**src/rtl/pmc_pkg.sv**
```systemverilog
package pmc_pkg;

    typedef enum logic [1:0] {
        MODE_ACTIVE = 2'b00,
        MODE_IDLE   = 2'b01,
        MODE_SLEEP  = 2'b10,
        MODE_HIBER  = 2'b11
    } pm_mode_e;

    typedef enum logic [2:0] {
        ST_ACTIVE,
        ST_IDLE,
        ST_SLEEP,
        ST_HIBER,
        ST_PD_GATE,
        ST_PD_ISO,
        ST_PU_PWR,
        ST_PU_ISO
    } pm_state_e;

    typedef struct packed {
        logic main_clk;
        logic accel_clk;
        logic island;
        logic iso;
        logic shdn;
        logic aon;
    } pm_ctl_t;

    // steady state that holds a given mode
    function automatic pm_state_e steady_of(pm_mode_e m);
        pm_state_e s;
        unique case (m)
            MODE_ACTIVE: s = ST_ACTIVE;
            MODE_IDLE:   s = ST_IDLE;
            MODE_SLEEP:  s = ST_SLEEP;
            MODE_HIBER:  s = ST_HIBER;
        endcase
        return s;
    endfunction

endpackage

```
**src/rtl/pmc_sync.sv**
```systemverilog
module pmc_sync #(
    parameter int STAGES = 2
) (
    input  logic clk,
    input  logic rst_n,
    input  logic d,
    output logic q
);
    logic [STAGES-1:0] chain;

    generate
        if (STAGES == 1) begin : g_single
            always_ff @(posedge clk or negedge rst_n) begin
                if (!rst_n) chain <= '0;
                else        chain <= d;
            end
        end else begin : g_multi
            always_ff @(posedge clk or negedge rst_n) begin
                if (!rst_n) chain <= '0;
                else        chain <= {chain[STAGES-2:0], d};
            end
        end
    endgenerate

    assign q = chain[STAGES-1];
endmodule

```
**src/rtl/pmc_cmd.sv**
```systemverilog
module pmc_cmd
    import pmc_pkg::*;
#(
    parameter int CODE_W = 3
) (
    input  logic              clk,
    input  logic              rst_n,
    input  logic              cmd_valid,
    input  logic [CODE_W-1:0] cmd_code,
    input  logic              err_clr,
    input  logic              take,
    output logic              req_valid,
    output pm_mode_e          req_mode,
    output logic              err
);
    localparam int HI_W = CODE_W - 2;

    logic     legal;
    logic     pend_valid_q;
    pm_mode_e pend_mode_q;
    logic     err_q;

    assign legal = (cmd_code[CODE_W-1:2] == {HI_W{1'b0}});

    always_ff @(posedge clk or negedge rst_n) begin
        if (!rst_n) begin
            pend_valid_q <= 1'b0;
            pend_mode_q  <= MODE_ACTIVE;
            err_q        <= 1'b0;
        end else begin
            if (cmd_valid && legal) begin
                pend_valid_q <= 1'b1;
                pend_mode_q  <= pm_mode_e'(cmd_code[1:0]);
            end else if (take) begin
                pend_valid_q <= 1'b0;
            end
            if (cmd_valid && !legal) err_q <= 1'b1;
            else if (err_clr)        err_q <= 1'b0;
        end
    end

    assign req_valid = pend_valid_q;
    assign req_mode  = pend_mode_q;
    assign err       = err_q;

    // an illegal code always raises the flag
    assert_illegal_sets_err_R9: assert property (@(posedge clk) disable iff (!rst_n)
        (cmd_valid && !legal) |=> err_q);

    // an illegal code never creates a request
    assert_illegal_no_request_R9: assert property (@(posedge clk) disable iff (!rst_n)
        (cmd_valid && !legal && !pend_valid_q) |=> !pend_valid_q);
endmodule

```
**src/rtl/pmc_fsm.sv**
```systemverilog
module pmc_fsm
    import pmc_pkg::*;
#(
    parameter int GATE_CYC = 4
) (
    input  logic     clk,
    input  logic     rst_n,
    input  logic     req_valid,
    input  pm_mode_e req_mode,
    input  logic     wake_s,
    input  logic     pgood_s,
    output logic     take,
    output pm_ctl_t  ctl,
    output logic     busy,
    output pm_mode_e mode
);
    localparam int CNT_W = (GATE_CYC > 2) ? $clog2(GATE_CYC) : 1;
    localparam logic [CNT_W-1:0] CNT_LAST = CNT_W'(GATE_CYC - 1);

    pm_state_e        st, st_n;
    pm_mode_e         tgt, tgt_n, mode_q, mode_n;
    logic [CNT_W-1:0] cnt, cnt_n;
    logic             steady, go;
    pm_mode_e         dest;

    assign steady = (st == ST_ACTIVE) || (st == ST_IDLE) ||
                    (st == ST_SLEEP)  || (st == ST_HIBER);

    // request selection: host command first, then wake
    always_comb begin
        go   = 1'b0;
        dest = mode_q;
        take = 1'b0;
        if (steady) begin
            if (req_valid) begin
                go   = 1'b1;
                dest = req_mode;
                take = 1'b1;
            end else if (wake_s && (st == ST_IDLE || st == ST_SLEEP)) begin
                go   = 1'b1;
                dest = MODE_ACTIVE;
            end
        end
    end

    // next state
    always_comb begin
        st_n   = st;
        tgt_n  = tgt;
        cnt_n  = cnt;
        mode_n = mode_q;
        unique case (st)
            ST_ACTIVE, ST_IDLE, ST_SLEEP, ST_HIBER: begin
                if (go && dest != mode_q) begin
                    tgt_n = dest;
                    cnt_n = '0;
                    if (mode_q[1] == dest[1]) begin
                        st_n   = steady_of(dest);
                        mode_n = dest;
                    end else if (dest[1]) begin
                        st_n = ST_PD_GATE;
                    end else begin
                        st_n = ST_PU_PWR;
                    end
                end
            end
            ST_PD_GATE: begin
                if (cnt == CNT_LAST) st_n = ST_PD_ISO;
                else                 cnt_n = cnt + 1'b1;
            end
            ST_PD_ISO: begin
                st_n   = steady_of(tgt);
                mode_n = tgt;
            end
            ST_PU_PWR: begin
                if (pgood_s) st_n = ST_PU_ISO;
            end
            ST_PU_ISO: begin
                st_n   = steady_of(tgt);
                mode_n = tgt;
            end
        endcase
    end

    // state register
    always_ff @(posedge clk or negedge rst_n) begin
        if (!rst_n) begin
            st     <= ST_ACTIVE;
            tgt    <= MODE_ACTIVE;
            mode_q <= MODE_ACTIVE;
            cnt    <= '0;
        end else begin
            st     <= st_n;
            tgt    <= tgt_n;
            mode_q <= mode_n;
            cnt    <= cnt_n;
        end
    end

    // outputs per state
    always_comb begin
        busy = !steady;
        unique case (st)
            ST_ACTIVE:  ctl = '{main_clk:1'b1, accel_clk:1'b1, island:1'b1, iso:1'b0, shdn:1'b0, aon:1'b1};
            ST_IDLE:    ctl = '{main_clk:1'b1, accel_clk:1'b0, island:1'b1, iso:1'b0, shdn:1'b0, aon:1'b1};
            ST_SLEEP:   ctl = '{main_clk:1'b0, accel_clk:1'b0, island:1'b0, iso:1'b1, shdn:1'b0, aon:1'b1};
            ST_HIBER:   ctl = '{main_clk:1'b0, accel_clk:1'b0, island:1'b0, iso:1'b1, shdn:1'b1, aon:1'b0};
            ST_PD_GATE: ctl = '{main_clk:1'b0, accel_clk:1'b0, island:1'b1, iso:1'b0, shdn:1'b0, aon:1'b1};
            ST_PD_ISO:  ctl = '{main_clk:1'b0, accel_clk:1'b0, island:1'b1, iso:1'b1, shdn:1'b0, aon:1'b1};
            ST_PU_PWR:  ctl = '{main_clk:1'b0, accel_clk:1'b0, island:1'b1, iso:1'b1, shdn:1'b0, aon:1'b1};
            ST_PU_ISO:  ctl = '{main_clk:1'b0, accel_clk:1'b0, island:1'b1, iso:1'b0, shdn:1'b0, aon:1'b1};
        endcase
    end

    assign mode = mode_q;

    // a running clock needs a powered, unclamped island
    assert_clk_needs_power_R2: assert property (@(posedge clk) disable iff (!rst_n)
        (ctl.main_clk || ctl.accel_clk) |-> (ctl.island && !ctl.iso));

    // the island only drops after a cycle of isolation
    assert_iso_before_cut_R4: assert property (@(posedge clk) disable iff (!rst_n)
        $fell(ctl.island) |-> $past(ctl.iso));

    // isolation is released only after power-good was seen
    assert_pgood_before_release_R5: assert property (@(posedge clk) disable iff (!rst_n)
        (st == ST_PU_ISO) |-> $past(pgood_s));

    // hibernate is left only by a host request
    assert_hiber_holds_R7: assert property (@(posedge clk) disable iff (!rst_n)
        (st == ST_HIBER && !req_valid) |=> (st == ST_HIBER));
endmodule

```
**src/rtl/pwr_mode_ctrl.sv**
```systemverilog
module pwr_mode_ctrl
    import pmc_pkg::*;
#(
    parameter int CODE_W      = 3,
    parameter int GATE_CYC    = 4,
    parameter int SYNC_STAGES = 2
) (
    input  logic              clk,
    input  logic              rst_n,
    input  logic              cmd_valid,
    input  logic [CODE_W-1:0] cmd_code,
    input  logic              err_clr,
    input  logic              wake,
    input  logic              pgood,
    output logic              main_clk_en,
    output logic              accel_clk_en,
    output logic              island_en,
    output logic              iso_en,
    output logic              shdn,
    output logic              aon_en,
    output logic              busy,
    output logic [1:0]        mode,
    output logic              err
);
    logic     wake_s, pgood_s, req_valid, take;
    pm_mode_e req_mode, mode_e;
    pm_ctl_t  ctl;

    pmc_sync #(.STAGES(SYNC_STAGES)) u_wake_sync (
        .clk(clk), .rst_n(rst_n), .d(wake), .q(wake_s));

    pmc_sync #(.STAGES(SYNC_STAGES)) u_pgood_sync (
        .clk(clk), .rst_n(rst_n), .d(pgood), .q(pgood_s));

    pmc_cmd #(.CODE_W(CODE_W)) u_cmd (
        .clk(clk), .rst_n(rst_n), .cmd_valid(cmd_valid), .cmd_code(cmd_code),
        .err_clr(err_clr), .take(take), .req_valid(req_valid),
        .req_mode(req_mode), .err(err));

    pmc_fsm #(.GATE_CYC(GATE_CYC)) u_fsm (
        .clk(clk), .rst_n(rst_n), .req_valid(req_valid), .req_mode(req_mode),
        .wake_s(wake_s), .pgood_s(pgood_s), .take(take), .ctl(ctl),
        .busy(busy), .mode(mode_e));

    assign main_clk_en  = ctl.main_clk;
    assign accel_clk_en = ctl.accel_clk;
    assign island_en    = ctl.island;
    assign iso_en       = ctl.iso;
    assign shdn         = ctl.shdn;
    assign aon_en       = ctl.aon;
    assign mode         = mode_e;
endmodule

```
**config.mk**
```make
export PLATFORM = sky130hd
export DESIGN_NAME = pwr_mode_ctrl
export DESIGN_NICKNAME = d
export VERILOG_FILES = /design/src/rtl/pmc_pkg.sv /design/src/rtl/pmc_sync.sv /design/src/rtl/pmc_cmd.sv /design/src/rtl/pmc_fsm.sv /design/src/rtl/pwr_mode_ctrl.sv
export SDC_FILE = /design/constraint.sdc
export NUM_CORES = 1
export LEC_CHECK = 0
export BUFFER_PORTS_ARGS = -buffer_cell sky130_fd_sc_hd__buf_4
export CAP_MARGIN = 25
export CORE_MARGIN = 5
export CORE_UTILIZATION = 53
export DETAILED_ROUTE_END_ITERATION = 6
export HOLD_SLACK_MARGIN = 0.08
export PLACE_DENSITY = 0.77
export SLEW_MARGIN = 30
export SYNTH_ARGS = -nofsm -noshare
export SYNTH_HDL_FRONTEND = slang
export SYNTH_HIERARCHICAL = 1
export SYNTH_SLANG_ARGS = --single-unit
```
**constraint.sdc**
```tcl
create_clock -name clk -period 2.5 [get_ports clk]
set_input_delay 0.375 -clock clk [delete_from_list [all_inputs] [get_ports clk]]
set_output_delay 0.375 -clock clk [all_outputs]
set_load 0.02 [all_outputs]
```
; ---- After elaboration in Yosys (flattened, before gate mapping)
; Memories as Yosys holds them, arrays and structs flattened.
; Cells that the tools add are included.
[op_classes]
n_reduce_logical = 22
n_addsub = 1
n_mux = 26
n_eq_ne = 21
bitwise_logic = 1
[op_table]
columns = operator, n
row1 = 3-bit one-hot mux with 4 select lines, 3
row2 = 2-bit two-way mux, 8
row3 = "3-bit == test, second input constant", 4
row4 = 3-bit two-way mux, 4
row5 = "2-bit == test, second input constant", 5
row6 = 1-bit two-way mux, 9
row7 = 3-bit AND reduction, 3
row8 = 2-bit one-hot mux with 2 select lines, 2
row9 = 2-bit nonzero test, 4
row10 = "3-bit by 2-bit == test with 1-bit output, second input constant", 2
row11 = "2-bit by 1-bit != test with 1-bit output, second input constant", 3
row12 = "2-bit by 1-bit == test with 1-bit output, second input constant", 2
row13 = 1-bit logical AND, 4
row14 = 2-bit zero test, 2
row15 = 1-bit logical OR, 4
row16 = "2-bit != test, second input constant", 2
row17 = 4-bit OR reduction, 1
row18 = "3-bit by 1-bit == test with 1-bit output, second input constant", 1
row19 = 3-bit zero test, 1
row20 = "2-bit by 1-bit adder with 2-bit output, second input constant", 1
row21 = 2-bit != test, 1
row22 = 2-bit AND reduction, 1
row23 = 2-bit OR reduction, 1
row24 = 1-bit == test, 1
row25 = other kinds (2), 2
[totals]
mem_count = 1
out_inout_bits = 10
ff_bits = 17
elab_cells = 81
rom_bits = 48
[mem_list]
columns = name, depth, width, read_ports, rd_ports_with_merged_regs, wr, line_no
row1 = (no name shown), 8, 6, 1, 0, 0, pmc_fsm.sv:103  ; unique case (st)

; ---- Depth between registers and ports, before layout
; Gate-level depths: netlist (run 1).
[logic_depth]
ltp_word = 11
mapped_depth = 7

; ---- Cells and area by module
; Netlist (run 1), hierarchy kept.
[modules_own_cells]
columns = mod, n_inst, cells_per_inst, area_per_inst_um2
row1 = pmc_fsm, 1, 82, 718.2
row2 = pmc_cmd, 1, 12, 168.9
row3 = pmc_sync, 2, 2, 50.0

; ---- Worst setup path before layout (run 1)
; No wires, ideal clock.
[synth_timing]
path_type = register to register
start = reg u_fsm.st[1]
end = reg u_fsm.tgt[0]
t_arrival_ns = 1.770
synth_period_minus_slack_ns = 1.898
slack_ns = 0.602
n_path_buf = 0
path_stages_with_launch = 8
cell_sequence = dfrtp_1 -> inv_1 -> ha_1 -> nor4_4 -> nor3b_4 -> a21oi_1 -> o21ai_2 -> mux2_1
[synth_via]
elab_chain_cells = 9
elab_cells_between_ends = 19
classes_between = eq/ne (4) / mux (6) / reduce/logical (9)
[synth_lines]
columns = item, line_no
row1 = from (decl), pmc_fsm.sv:20  ; pm_state_e st, st_n;
row2 = from (signal assigned), pmc_fsm.sv:93  ; st <= st_n;
row3 = 3-bit by 1-bit == test with 1-bit output / 3-bit by 2-bit == test with 1-bit output (equally long branches), n/a
row4 = 1-bit logical OR, pmc_fsm.sv:39  ; end else if (wake_s && (st == ST_IDLE || st == ST_SLEEP)) begin
row5 = 1-bit logical AND, pmc_fsm.sv:39
row6 = 2-bit two-way mux, pmc_fsm.sv:39
row7 = 2-bit two-way mux, pmc_fsm.sv:35  ; if (req_valid) begin
row8 = 2-bit two-way mux, pmc_fsm.sv:34  ; if (steady) begin
row9 = 2-bit != test, pmc_fsm.sv:54  ; if (go && dest != mode_q) begin
row10 = 1-bit logical AND, pmc_fsm.sv:54
row11 = 2-bit AND reduction (no source line), n/a
row12 = to (signal assigned), pmc_fsm.sv:94  ; tgt <= tgt_n;
row13 = to (decl), pmc_fsm.sv:21  ; pm_mode_e tgt, tgt_n, mode_q, mode_n;
; Parallel ways exist; a longest one is shown, timed or not.
; A chain may end at the register's enable or synchronous reset.

; ---- Worst setup path after layout (run 1)
[layout_timing]
start = reg u_fsm.st[1]
end = out busy
[layout_via]
elab_chain_cells = 5
elab_cells_between_ends = 8
classes_between = eq/ne (3) / reduce/logical (5)
[layout_lines]
columns = item, line_no
row1 = 3-bit by 1-bit == test with 1-bit output / 3-bit zero test (equally long branches), pmc_fsm.sv:26  ; assign steady = (st == ST_ACTIVE) || (st == ST_IDLE) ||
row2 = 1-bit logical OR (2 in series), pmc_fsm.sv:26
row3 = 1-bit logical OR *, pmc_fsm.sv:27  ; (st == ST_SLEEP) || (st == ST_HIBER);
row4 = 1-bit zero test *, pmc_fsm.sv:102  ; busy = !steady;
row5 = to (decl), pwr_mode_ctrl.sv:21  ; output logic busy,
; Mark *: on every way between the ends. The rest lies on a longest branch, timed or not.

==> results.py, run 1 <==
metrics = {
    "yosys": {
        "syn_avg_cell_area_sq_um": 10.1,
        "synth_top_cell_area_share_pct": 43.1,
        "yosys.area_share.adder_pct": 6.34,
        "synth-main-ff-cell": "dfrtp_1",
        "yosysWarningCount": 6,
        "yosysTopAreaCell": "dfrtp_1",
        "synth_top_family_by_area": "simple AND/OR/NAND/NOR gates",
        "synth_area_sq_um": 987,
        "ys_ff_latch": 17,
        "synth_area_leaders": "dfrtp_1, ha_1, o21ai_0, inv_1, mux2i_1",
        "syn_inst": 98,
        "async_flop_share_pct": 100,
        "synth-edff-count": 0,
        "synth_nets": 112,
        "yosys.area_share.simple_pct": 19.4,
        "synthMuxAreaShare_pct": 8.24,
        "synth_xor_area_share_pct": 0.887,
        "synth.most_common_cell": "dfrtp_1",
        "synth_common_cells": "dfrtp_1, inv_1, nand2_1, o21ai_0",
        "synth_compound_area_share_pct": 16.0,
        "yosysUniqueCellTypes": 35,
        "seq_area_frac_synth_pct": 43.1,
    },
    "clocking": {
        "cts.sink_count": 17,
        "cts.htree.levels": 1,
        "cts_setup_buffers": 0,
        "clk_pin_slew_worst_paths_ns": 0.09,
        "clk_latency_ns": 0.30,
        "ctsRootBufferMaster": "clkbuf_4",
        "cts_buffer_depth": 2,
        "cts_inserted_buffers": 3,
        "cts_tree": "built",
    },
    "die": {
        "die_area_sq_mm": 0.00283,
        "dieWidth_um": 53.2,
        "start_util_pct": 56.6,
        "core_area_sq_mm": 0.00175,
        "io_pins": 19,
        "die_h_um": 53.2,
        "num_rows": 15,
    },
    "detailed_routing": {
        "finalWirelength_mm": 1.94,
        "vias_per_cell": 5.30,
        "drc": 0,
        "num_vias": 763,
        "postRouteAntennaNets": 0,
        "wl_per_cell_um": 13.5,
        "drtIter0Drc": 16,
        "firstDrtPassIters": 4,
    },
    "power": {
        "p_per_area_mw_per_mm2": 1150,
        "irDropWorstVdd_mv": 0.625,
        "p_leak_nw": 0.561,
    },
    "worst_setup_path": {
        "critPathArrivalTime_ns": 1.77,
        "rr_endpoint": "u_fsm/st[0]$_DFFE_PN0P_",
        "cp_max_fo": 5,
        "ff2ff_path_depth": 7,
        "rrSetupSlack_ns": 0.39,
        "r2r-start": "u_fsm/st[1]$_DFFE_PN0P_",
        "required_ns": 2.12,
        "cp-end-kind": "output pin",
        "path_class": "register to output pin",
        "critPathLaunchType": "register",
    },
    "status": {
        "status": "finished, final reports clean",
    },
    "sta": {
        "finalClockSkew_ns": 0.0139,
        "rsz0062_at_grt": "no",
        "maxSlewViolCount": 0,
        "tightest_slew_ns": 0.471,
        "post-route-period-util_pct": 85.8,
        "slew_headroom_pct": 68.6,
        "post-route-min-period_ns": 2.14,
        "finalSetupViolCount": 0,
        "fin_ws_ns": 0.355,
        "finalHoldViolCount": 0,
        "tns_ns": 0,
        "hold_slack_ns": 0.184,
        "fmax_mhz": 466,
    },
    "placed_design": {
        "place_ws_ns": 0.400,
        "place_hpwl_mm": 1.52,
        "post_dp_cell_area_sq_mm": 0.00114,
        "routabilityCongestion": 0.895,
        "dpl.cell_count": 139,
        "port_buffers": 18,
    },
    "cells_and_area": {
        "area_growth_pct": 19.1,
        "fillers": 142,
        "drive_gt1_share_pct": 27.7,
        "fin_area_sq_mm": 0.00118,
        "fin_cells": 144,
        "final_nets": 134,
        "antennaDiodeCount": 0,
    },
    "global_routing": {
        "antenna_found_initial": 0,
        "grt_pass1_vias": 792,
        "track_usage_pct": 17.3,
        "gr-total-overflow": 0,
        "grt_pass1_wl_mm": 3.43,
        "grt_max_degree": 18,
    },
    "job": {
        "maxCapViolCount": 0,
    },
    "hold_path": {
        "min_path_cells": 1,
        "hp-class": "primary input to register",
        "worstHoldStart": "wake",
        "hold_end": "u_wake_sync/chain[0]$_DFF_PN0_",
    },
}
## worst max-delay path by stage
stage	start	endpoint	slack, ns	cells past startpoint
after floorplan	u_fsm/st[1]$_DFFE_PN0P_	u_fsm/tgt[0]$_DFFE_PN0P_	0.60	7
after global placement	u_fsm/st[1]$_DFFE_PN0P_	u_fsm/tgt[0]$_DFFE_PN0P_	0.49	7
after detailed placement	u_fsm/st[1]$_DFFE_PN0P_	u_fsm/tgt[0]$_DFFE_PN0P_	0.40	7
after CTS	u_fsm/st[1]$_DFFE_PN0P_	busy	0.33	6
after global routing	u_fsm/st[1]$_DFFE_PN0P_	busy	0.21	6
final	u_fsm/st[1]$_DFFE_PN0P_	busy	0.36	6
## through the flow
step	util, %	total power, mW
final	67.4	1.36
after global routing	67.4	1.46
after CTS	67.4	1.37
after detailed placement	65.2	1.21
after global placement	65.2	1.20
after floorplan	-	1.01
## flip-flops by register name, summed over array words and instances (netlist names)
| register | count |
|---|---|
| u_fsm/cnt | 2 |
| u_fsm/mode | 2 |
| u_wake_sync/chain | 2 |
| u_pgood_sync/chain | 2 |
| u_fsm/st | 3 |
| u_cmd/req_mode | 2 |
| u_fsm/tgt | 2 |
| u_cmd/err | 1 |
| u_cmd/req_valid | 1 |
## per-layer routing
metal  global-route usage, %  share of wire, %
met4                    13.2               3.7
met5                       0                 0
met3                    2.82               5.0
met2                    26.9                47
met1                    21.2                44
## worst max-delay path, cell delays in order (launching register included)
cell	delay, ns
dfrtp_1	0.42
inv_1	0.10
ha_1	0.27
nor4_4	0.38
nor2_1	0.11
inv_1	0.08
buf_4	0.13
## logic make-up after synthesis
| kind of cell | Yosys count |
|---|---|
| fa+ha+maj | 5 |
| xor+xnor | 1 |
| mux | 7 |
| buf+inv | 14 |
| simple gates | 30 |
| flops | 17 |
| compound gates | 24 |
## power breakdown
group	internal [mW]	total [mW]	switching, mW
Sequential	0.347	0.442	0.0951
Combinational	0.347	0.767	0.420
Clock	0.0597	0.149	0.0893
Total	0.754	1.36	0.604
## what timing repair did
item | CTS | global route
hold buffers | 1 | 0
hold endpoints to repair | 17 | 0
resized for setup | 0 | 0
## placed cells by master, fill, tap and decap left out, types with 2 or more instances in the layout
cell type and count:
buf_4 18, dfrtp_1 17, inv_1 12, nand2_1 10, o21ai_0 10, nor2_1 5, ha_1 5, mux2i_1 4
clkbuf_4 3, nand2b_1 3, a21oi_1 3, mux2_4 2, o22ai_1 2, nand3_1 2
## cell type report
cell class                      count  area, sq um  share of cell area [%]
Inverter                           12         45.0                    3.83
Tap cell                           25         31.3                    2.66
Sequential cell                    17          425                    36.2
Clock buffer                        3         22.5                    1.91
Clock inverter                      1         5.00                   0.426
Timing Repair Buffer               19          145                    12.3
Multi-Input combinational cell     67          502                    42.7
(Power assumes the default switching activity.)
==> run 2, diff against run 1 <==
--- a/config.mk
+++ b/config.mk
@@ -5,6 +5,7 @@
 export SDC_FILE = /design/constraint.sdc
 export NUM_CORES = 1
 export LEC_CHECK = 0
+export ABC_AREA = 1
 export BUFFER_PORTS_ARGS = -buffer_cell sky130_fd_sc_hd__buf_4
 export CAP_MARGIN = 25
 export CORE_MARGIN = 5
==> run 2 against run 1 <==
  * Die area shrank 2.5%
  * Clock skew decreased by 0.0073 ns
  * Non-clock buffer count stayed put
  * Worst setup slack better by 0.22 ns
  * Combinational power rose by 3.3%
  * Count of clock-buffer cells in the layout is the same
  * Largest power group unchanged
==> results.py, run 2 <==
metrics = {
    "status": {
        "status": "finished, final reports clean",
    },
    "power": {
        "irDropWorstVdd_mv": 0.616,
        "p_leak_nw": 0.650,
        "p_per_area_mw_per_mm2": 1160,
    },
    "yosys": {
        "ys_ff_latch": 17,
        "yosysWarningCount": 6,
        "synth_nets": 137,
        "yosysUniqueCellTypes": 18,
        "yosysTopAreaCell": "dfrtp_1",
        "async_flop_share_pct": 100,
        "seq_area_frac_synth_pct": 44.4,
        "synth_area_sq_um": 957,
        "synth.most_common_cell": "nand2_1",
        "syn_avg_cell_area_sq_um": 7.78,
        "syn_inst": 123,
        "synth_common_cells": "nand2_1, inv_1, dfrtp_1",
        "synth_area_leaders": "dfrtp_1, nand2_1, inv_1, ha_1, nand3_1",
        "synth_top_cell_area_share_pct": 44.4,
        "synth-edff-count": 0,
        "synth-main-ff-cell": "dfrtp_1",
    },
    "clocking": {
        "cts.sink_count": 17,
        "cts_inserted_buffers": 3,
        "cts_resized": 0,
        "cts_buffer_depth": 2,
        "ctsRootBufferMaster": "clkbuf_4",
        "clk_latency_ns": 0.29,
        "clk_pin_slew_worst_paths_ns": 0.10,
        "cts.htree.levels": 1,
        "cts_tree": "built",
    },
    "cells_and_area": {
        "final_nets": 161,
        "antennaDiodeCount": 0,
        "largest_register": "u_fsm/st",
        "layout_common_cells": "nand2_1, inv_1, buf_4, dfrtp_1, nand3_1",
        "fin_area_sq_mm": 0.00116,
        "area_growth_pct": 21.3,
        "layout_commonest_cell": "nand2_1",
        "drive_gt1_share_pct": 24.7,
        "fillers": 151,
        "largest_register_ffs": 3,
    },
    "hold_path": {
        "hold_end": "u_pgood_sync/chain[0]$_DFF_PN0_",
        "min_path_cells": 1,
        "hp-class": "primary input to register",
        "worstHoldStart": "pgood",
    },
    "global_routing": {
        "grt_pass1_vias": 738,
        "grt_pass1_wl_mm": 2.99,
        "antenna_found_initial": 0,
        "track_usage_pct": 14.9,
        "gr-total-overflow": 0,
        "grt_max_degree": 18,
    },
    "sta": {
        "finalHoldViolCount": 0,
        "slew_headroom_pct": 74.5,
        "tightest_slew_ns": 0.378,
        "tns_ns": 0,
        "post-route-min-period_ns": 1.92,
        "finalClockSkew_ns": 0.00662,
        "rsz0062_at_grt": "no",
        "finalSetupViolCount": 0,
        "post-route-period-util_pct": 76.9,
        "maxSlewViolCount": 0,
        "fmax_mhz": 520,
    },
    "worst_setup_path": {
        "path_delay_family": "flip-flops",
        "path_class": "register to output pin",
        "rrSetupSlack_ns": 0.69,
        "cp_max_fo": 6,
        "critPathLaunchType": "register",
        "slowest_delay_ns": 0.45,
        "r2r-start": "u_fsm/st[1]$_DFFE_PN0P_",
        "rr_endpoint": "u_fsm/cnt[0]$_DFFE_PN0P_",
        "critPathBufInv": 3,
        "cp-end-kind": "output pin",
        "crit_slowest_cell": "dfrtp_1",
        "crit_chain": "inv_1, ha_1, o21ai_2, nand2_4, inv_1, buf_4",
        "path_common_cell": "inv_1",
        "critPathArrivalTime_ns": 1.55,
        "ff2ff_path_depth": 12,
        "required_ns": 2.12,
    },
    "detailed_routing": {
        "drc": 0,
        "num_vias": 816,
        "finalWirelength_mm": 1.71,
        "drtIter0Drc": 15,
        "postRouteAntennaNets": 0,
        "vias_per_cell": 4.77,
        "wl_per_cell_um": 10.0,
        "firstDrtPassIters": 4,
    },
    "job": {
        "maxCapViolCount": 0,
    },
    "die": {
        "die_area_sq_mm": 0.00276,
        "io_pins": 19,
        "die_h_um": 52.5,
        "core_area_sq_mm": 0.00173,
        "start_util_pct": 55.4,
        "num_rows": 15,
        "dieWidth_um": 52.5,
    },
    "placed_design": {
        "place_hpwl_mm": 1.35,
        "port_buffers": 18,
        "routabilityCongestion": 0.927,
        "post_dp_cell_area_sq_mm": 0.00112,
    },
}
-- run 2: worst max-delay path by stage --
stage | start | end | slack, ns | depth (start not counted)
2_1_floorplan | u_fsm/st[1]$_DFFE_PN0P_ | u_fsm/cnt[0]$_DFFE_PN0P_ | 0.87 | 12
3_3_place_gp | u_fsm/st[1]$_DFFE_PN0P_ | u_fsm/cnt[0]$_DFFE_PN0P_ | 0.75 | 12
3_5_place_dp | u_fsm/st[1]$_DFFE_PN0P_ | u_fsm/cnt[1]$_DFFE_PN0P_ | 0.71 | 12
4_1_cts | u_fsm/st[1]$_DFFE_PN0P_ | busy | 0.56 | 6
5_1_grt | u_fsm/st[1]$_DFFE_PN0P_ | busy | 0.50 | 8
6_report | u_fsm/st[1]$_DFFE_PN0P_ | busy | 0.58 | 6
-- run 2: worst reg2reg max path: cells and delay by family (launching register included) --
kind	cells	cell delay, ns
fa+ha+maj	1	0.22
compound gates	1	0.19
flops	1	0.45
simple gates	9	0.78
buf+inv	1	0.08
-- run 2: cell families (layout without fill, tap and decap cells) --
| kind of cell | Yosys count | in the layout | share of synthesized area, % |
|---|---|---|---|
| simple gates | 68 | 68 | 32.8 |
| compound gates | 11 | 11 | 6.93 |
| buf+inv | 21 | 44 | 8.23 |
| mux | 1 | 1 | 1.05 |
| flops | 17 | 17 | 44.4 |
| fa+ha+maj | 5 | 5 | 6.54 |
-- run 2: what timing repair did --
action,in CTS,in global routing
endpoints found under the hold margin,17,0
buffers inserted,0,0
hold buffers,1,0
-- run 2: per-layer routing --
metal	wire length, um	share of wire (%)	vias to the layer above	global-route usage (%)
li1	-	-	424	-
met1	802	47	364	17.8
met2	786	46	24	25.2
met3	85	5.0	4	1.99
met4	37	2.2	0	8.94
met5	0	0	-	0
-- run 2: metrics by stage --
| step | setup slack [ns] | power [mW] | cells | util, % | hold WS, ns |
|---|---|---|---|---|---|
| after global placement | 0.754 | 1.20 | 166 | 65.1 | 0.251 |
| after CTS | 0.555 | 1.36 | 171 | 67.2 | 0.175 |
| after floorplan | 0.873 | 1.00 | 123 | - | 0.0794 |
| after global routing | 0.495 | 1.49 | 171 | 67.2 | 0.162 |
| final | 0.578 | 1.35 | 171 | 67.2 | 0.181 |
| after detailed placement | 0.713 | 1.21 | 166 | 65.1 | 0.250 |
-- run 2: area by class of cell --
type	instances	area (sq um)	area share (%)
Clock buffer	3	22.5	1.94
Inverter	21	78.8	6.79
Timing Repair Buffer	19	145	12.5
Tap cell	25	31.3	2.69
Clock inverter	1	5.00	0.431
Sequential cell	17	425	36.6
Multi-Input combinational cell	85	453	39.0
-- run 2: power breakdown --
| group | switching, mW | internal (mW) |
|---|---|---|
| Combinational | 0.492 | 0.300 |
| Sequential | 0.0649 | 0.343 |
| Clock | 0.0877 | 0.0595 |
| Total | 0.644 | 0.703 |
==> run 3, diff against run 2 <==
--- a/config.mk
+++ b/config.mk
@@ -5,7 +5,7 @@
 export SDC_FILE = /design/constraint.sdc
 export NUM_CORES = 1
 export LEC_CHECK = 0
-export ABC_AREA = 1
+export ABC_AREA = 0
 export BUFFER_PORTS_ARGS = -buffer_cell sky130_fd_sc_hd__buf_4
 export CAP_MARGIN = 25
 export CORE_MARGIN = 5
==> constraint.sdc (replaced) <==
create_clock -name clk -period 1.9 [get_ports clk]
set_input_delay 0.285 -clock clk [delete_from_list [all_inputs] [get_ports clk]]
set_output_delay 0.285 -clock clk [all_outputs]
set_load 0.02 [all_outputs]
==> run 3 against run 2 <==
  * The run now ends with negative setup slack left
  * Flip-flop and latch count unchanged
  * Critical path depth is 2 higher
  * Core utilization is 12 points higher
  * Worst setup slack worse by 0.64 ns
  * Total power rose by 63%
  * Worst hold slack gained 0.0035 ns
==> results.py, run 3 (synthesized netlist as in run 1, its figures left out) <==
metrics = {
    "sta": {
        "post-route-min-period_ns": 1.96,
        "finalClockSkew_ns": 0.00608,
        "post-route-period-util_pct": 103,
        "slew_headroom_pct": 74.0,
        "finalSetupViolCount": 2,
        "maxSlewViolCount": 0,
        "fin_ws_ns": -0.0576,
        "finalHoldViolCount": 0,
        "fmax_mhz": 511,
        "rsz0062_at_grt": "yes",
        "tightest_slew_ns": 0.385,
    },
    "clocking": {
        "cts_inserted_buffers": 3,
        "clk_latency_ns": 0.29,
        "ctsRootBufferMaster": "clkbuf_4",
        "cts_buffer_depth": 2,
        "cts_tree": "built",
        "clk_pin_slew_worst_paths_ns": 0.10,
        "cts.htree.levels": 1,
        "cts.sink_count": 17,
    },
    "global_routing": {
        "grt_max_degree": 18,
        "track_usage_pct": 20.0,
        "grt_pass1_vias": 853,
        "antenna_found_initial": 0,
        "gr-total-overflow": 0,
        "grt_pass1_wl_mm": 3.97,
    },
    "power": {
        "irDropWorstVdd_mv": 0.869,
        "intPower_mw": 1.24,
        "p_leak_nw": 0.650,
        "p_seq_share_pct": 26.0,
        "p_switching_uw": 956,
        "combPwrFrac_pct": 65.2,
        "sw_frac_of_total_pct": 43.5,
        "clockPowerShare_pct": 8.8,
        "p_per_area_mw_per_mm2": 1600,
    },
    "worst_setup_path": {
        "critPathArrivalTime_ns": 2.16,
        "critPathLaunchType": "register",
        "cp-end-kind": "register",
        "cp-startpoint": "u_fsm/st[0]$_DFFE_PN0P_",
        "path_class": "register to register",
        "required_ns": 2.10,
        "cp_max_fo": 5,
        "r2r-start": "u_fsm/st[0]$_DFFE_PN0P_",
    },
    "placed_design": {
        "dpl.cell_count": 148,
        "place_ws_ns": -0.0343,
        "place_hpwl_mm": 1.66,
        "port_buffers": 18,
        "routabilityCongestion": 0.909,
    },
    "detailed_routing": {
        "drtIter0Drc": 45,
        "wl_per_cell_um": 15.6,
        "vias_per_cell": 5.52,
        "firstDrtPassIters": 4,
        "drc": 0,
        "num_vias": 883,
        "postRouteAntennaNets": 0,
        "finalWirelength_mm": 2.49,
    },
    "cells_and_area": {
        "layout_common_cells": "buf_4, dfrtp_1, inv_1, nand2_1, o21ai_0",
        "final_nets": 150,
        "largest_register": "u_fsm/st",
        "area_growth_pct": 39.3,
        "layout_commonest_cell": "buf_4",
        "fillers": 113,
        "antennaDiodeCount": 0,
        "fin_cells": 160,
        "drive_gt1_share_pct": 45.9,
        "largest_register_ffs": 3,
    },
    "hold_path": {
        "worstHoldStart": "err_clr",
        "hp-class": "primary input to register",
    },
    "die": {
        "num_rows": 15,
        "io_pins": 19,
        "die_area_sq_mm": 0.00283,
        "core_area_sq_mm": 0.00175,
        "die_h_um": 53.2,
        "start_util_pct": 56.6,
        "dieWidth_um": 53.2,
    },
    "status": {
        "violations": "negative setup slack",
        "status": "finished with violations",
    },
    "job": {
        "maxCapViolCount": 0,
    },
}
[run 3: cell count changes in the layout (fill, tap and decap cells not counted), moves of 4 or more]
cell     before  now
inv_1        20   10
ha_1          5    1
o21ai_0       4    9
buf_4        18   30
nand2_1      38   10
nand3_1      12    2
nand2_2       8    0
[run 3: through the flow]
| step | hold WS (ns) | util, % | cell area [sq um] | TNS [ns] | total power, mW |
|---|---|---|---|---|---|
| final | 0.184 | 78.8 | 1380 | -0.0642 | 2.20 |
| after global routing | 0.166 | 78.8 | 1380 | -0.498 | 2.34 |
| after CTS | 0.159 | 74.2 | 1290 | -0.0372 | 2.01 |
| after detailed placement | 0.161 | 69.1 | 1210 | -0.106 | 1.73 |
| after global placement | 0.157 | 69.1 | 1210 | 0 | 1.69 |
| after floorplan | -0.0106 | - | 987 | 0 | 1.33 |
[run 3: cell type report]
class                   instances  area (sq um)  share of cell area, %
clock inverters                 1          5.00                  0.364
clock buffers                   3          22.5                   1.64
well taps                      25          31.3                   2.27
multi-input cells              67           563                   40.9
flip-flops and latches         17           428                   31.1
repair buffers                 35           278                   20.2
inverters                      12          47.5                   3.46
[run 3: worst max-delay path, cell delays in order (launching register included)]
cell and delay (ns):
dfrtp_2 0.47, inv_2 0.09, ha_2 0.23, nor4_4 0.07
nor3b_4 0.30, a21oi_2 0.11, o21ai_2 0.20, buf_6 0.16
mux2i_2 0.24
[run 3: worst paths after layout]
path,end,slack (ns),cells after the start
worst max-delay path,u_fsm/tgt[1]$_DFFE_PN0P_,-0.06,8
worst min-delay path,u_cmd/err$_DFFE_PN0P_,0.18,2
worst max register to register,u_fsm/tgt[1]$_DFFE_PN0P_,-0.06,8
worst min register to register,u_wake_sync/chain[1]$_DFF_PN0_,0.36,0
max in group asynchronous,u_fsm/st[1]$_DFFE_PN0P_,1.31,2
min in group asynchronous,u_fsm/st[2]$_DFFE_PN0P_,0.38,2
[run 3: layer usage]
layer / track usage [%] / wire [um]
met1: 24.5 / 970
met4: 8.51 / 36
met5: 0 / 0
met3: 5.92 / 217
met2: 32.4 / 1270
[run 3: power groups by stage]
| stage | clock [mW] | sequential (mW) | combinational, mW |
|---|---|---|---|
| 2_1_floorplan | 0 | 0.548 | 0.778 |
| 3_3_place_gp | 0 | 0.544 | 1.15 |
| 3_5_place_dp | 0 | 0.549 | 1.18 |
| 4_1_cts | 0.204 | 0.545 | 1.26 |
| 5_1_grt | 0.227 | 0.583 | 1.53 |
| 6_report | 0.194 | 0.571 | 1.43 |
[run 3: what timing repair did]
action	CTS	global route
setup endpoints to repair	6	8
pin swaps	2	8
hold buffers	3	0
hold endpoints to repair	19	0
gates resized for setup	4	18
setup buffers	3	2
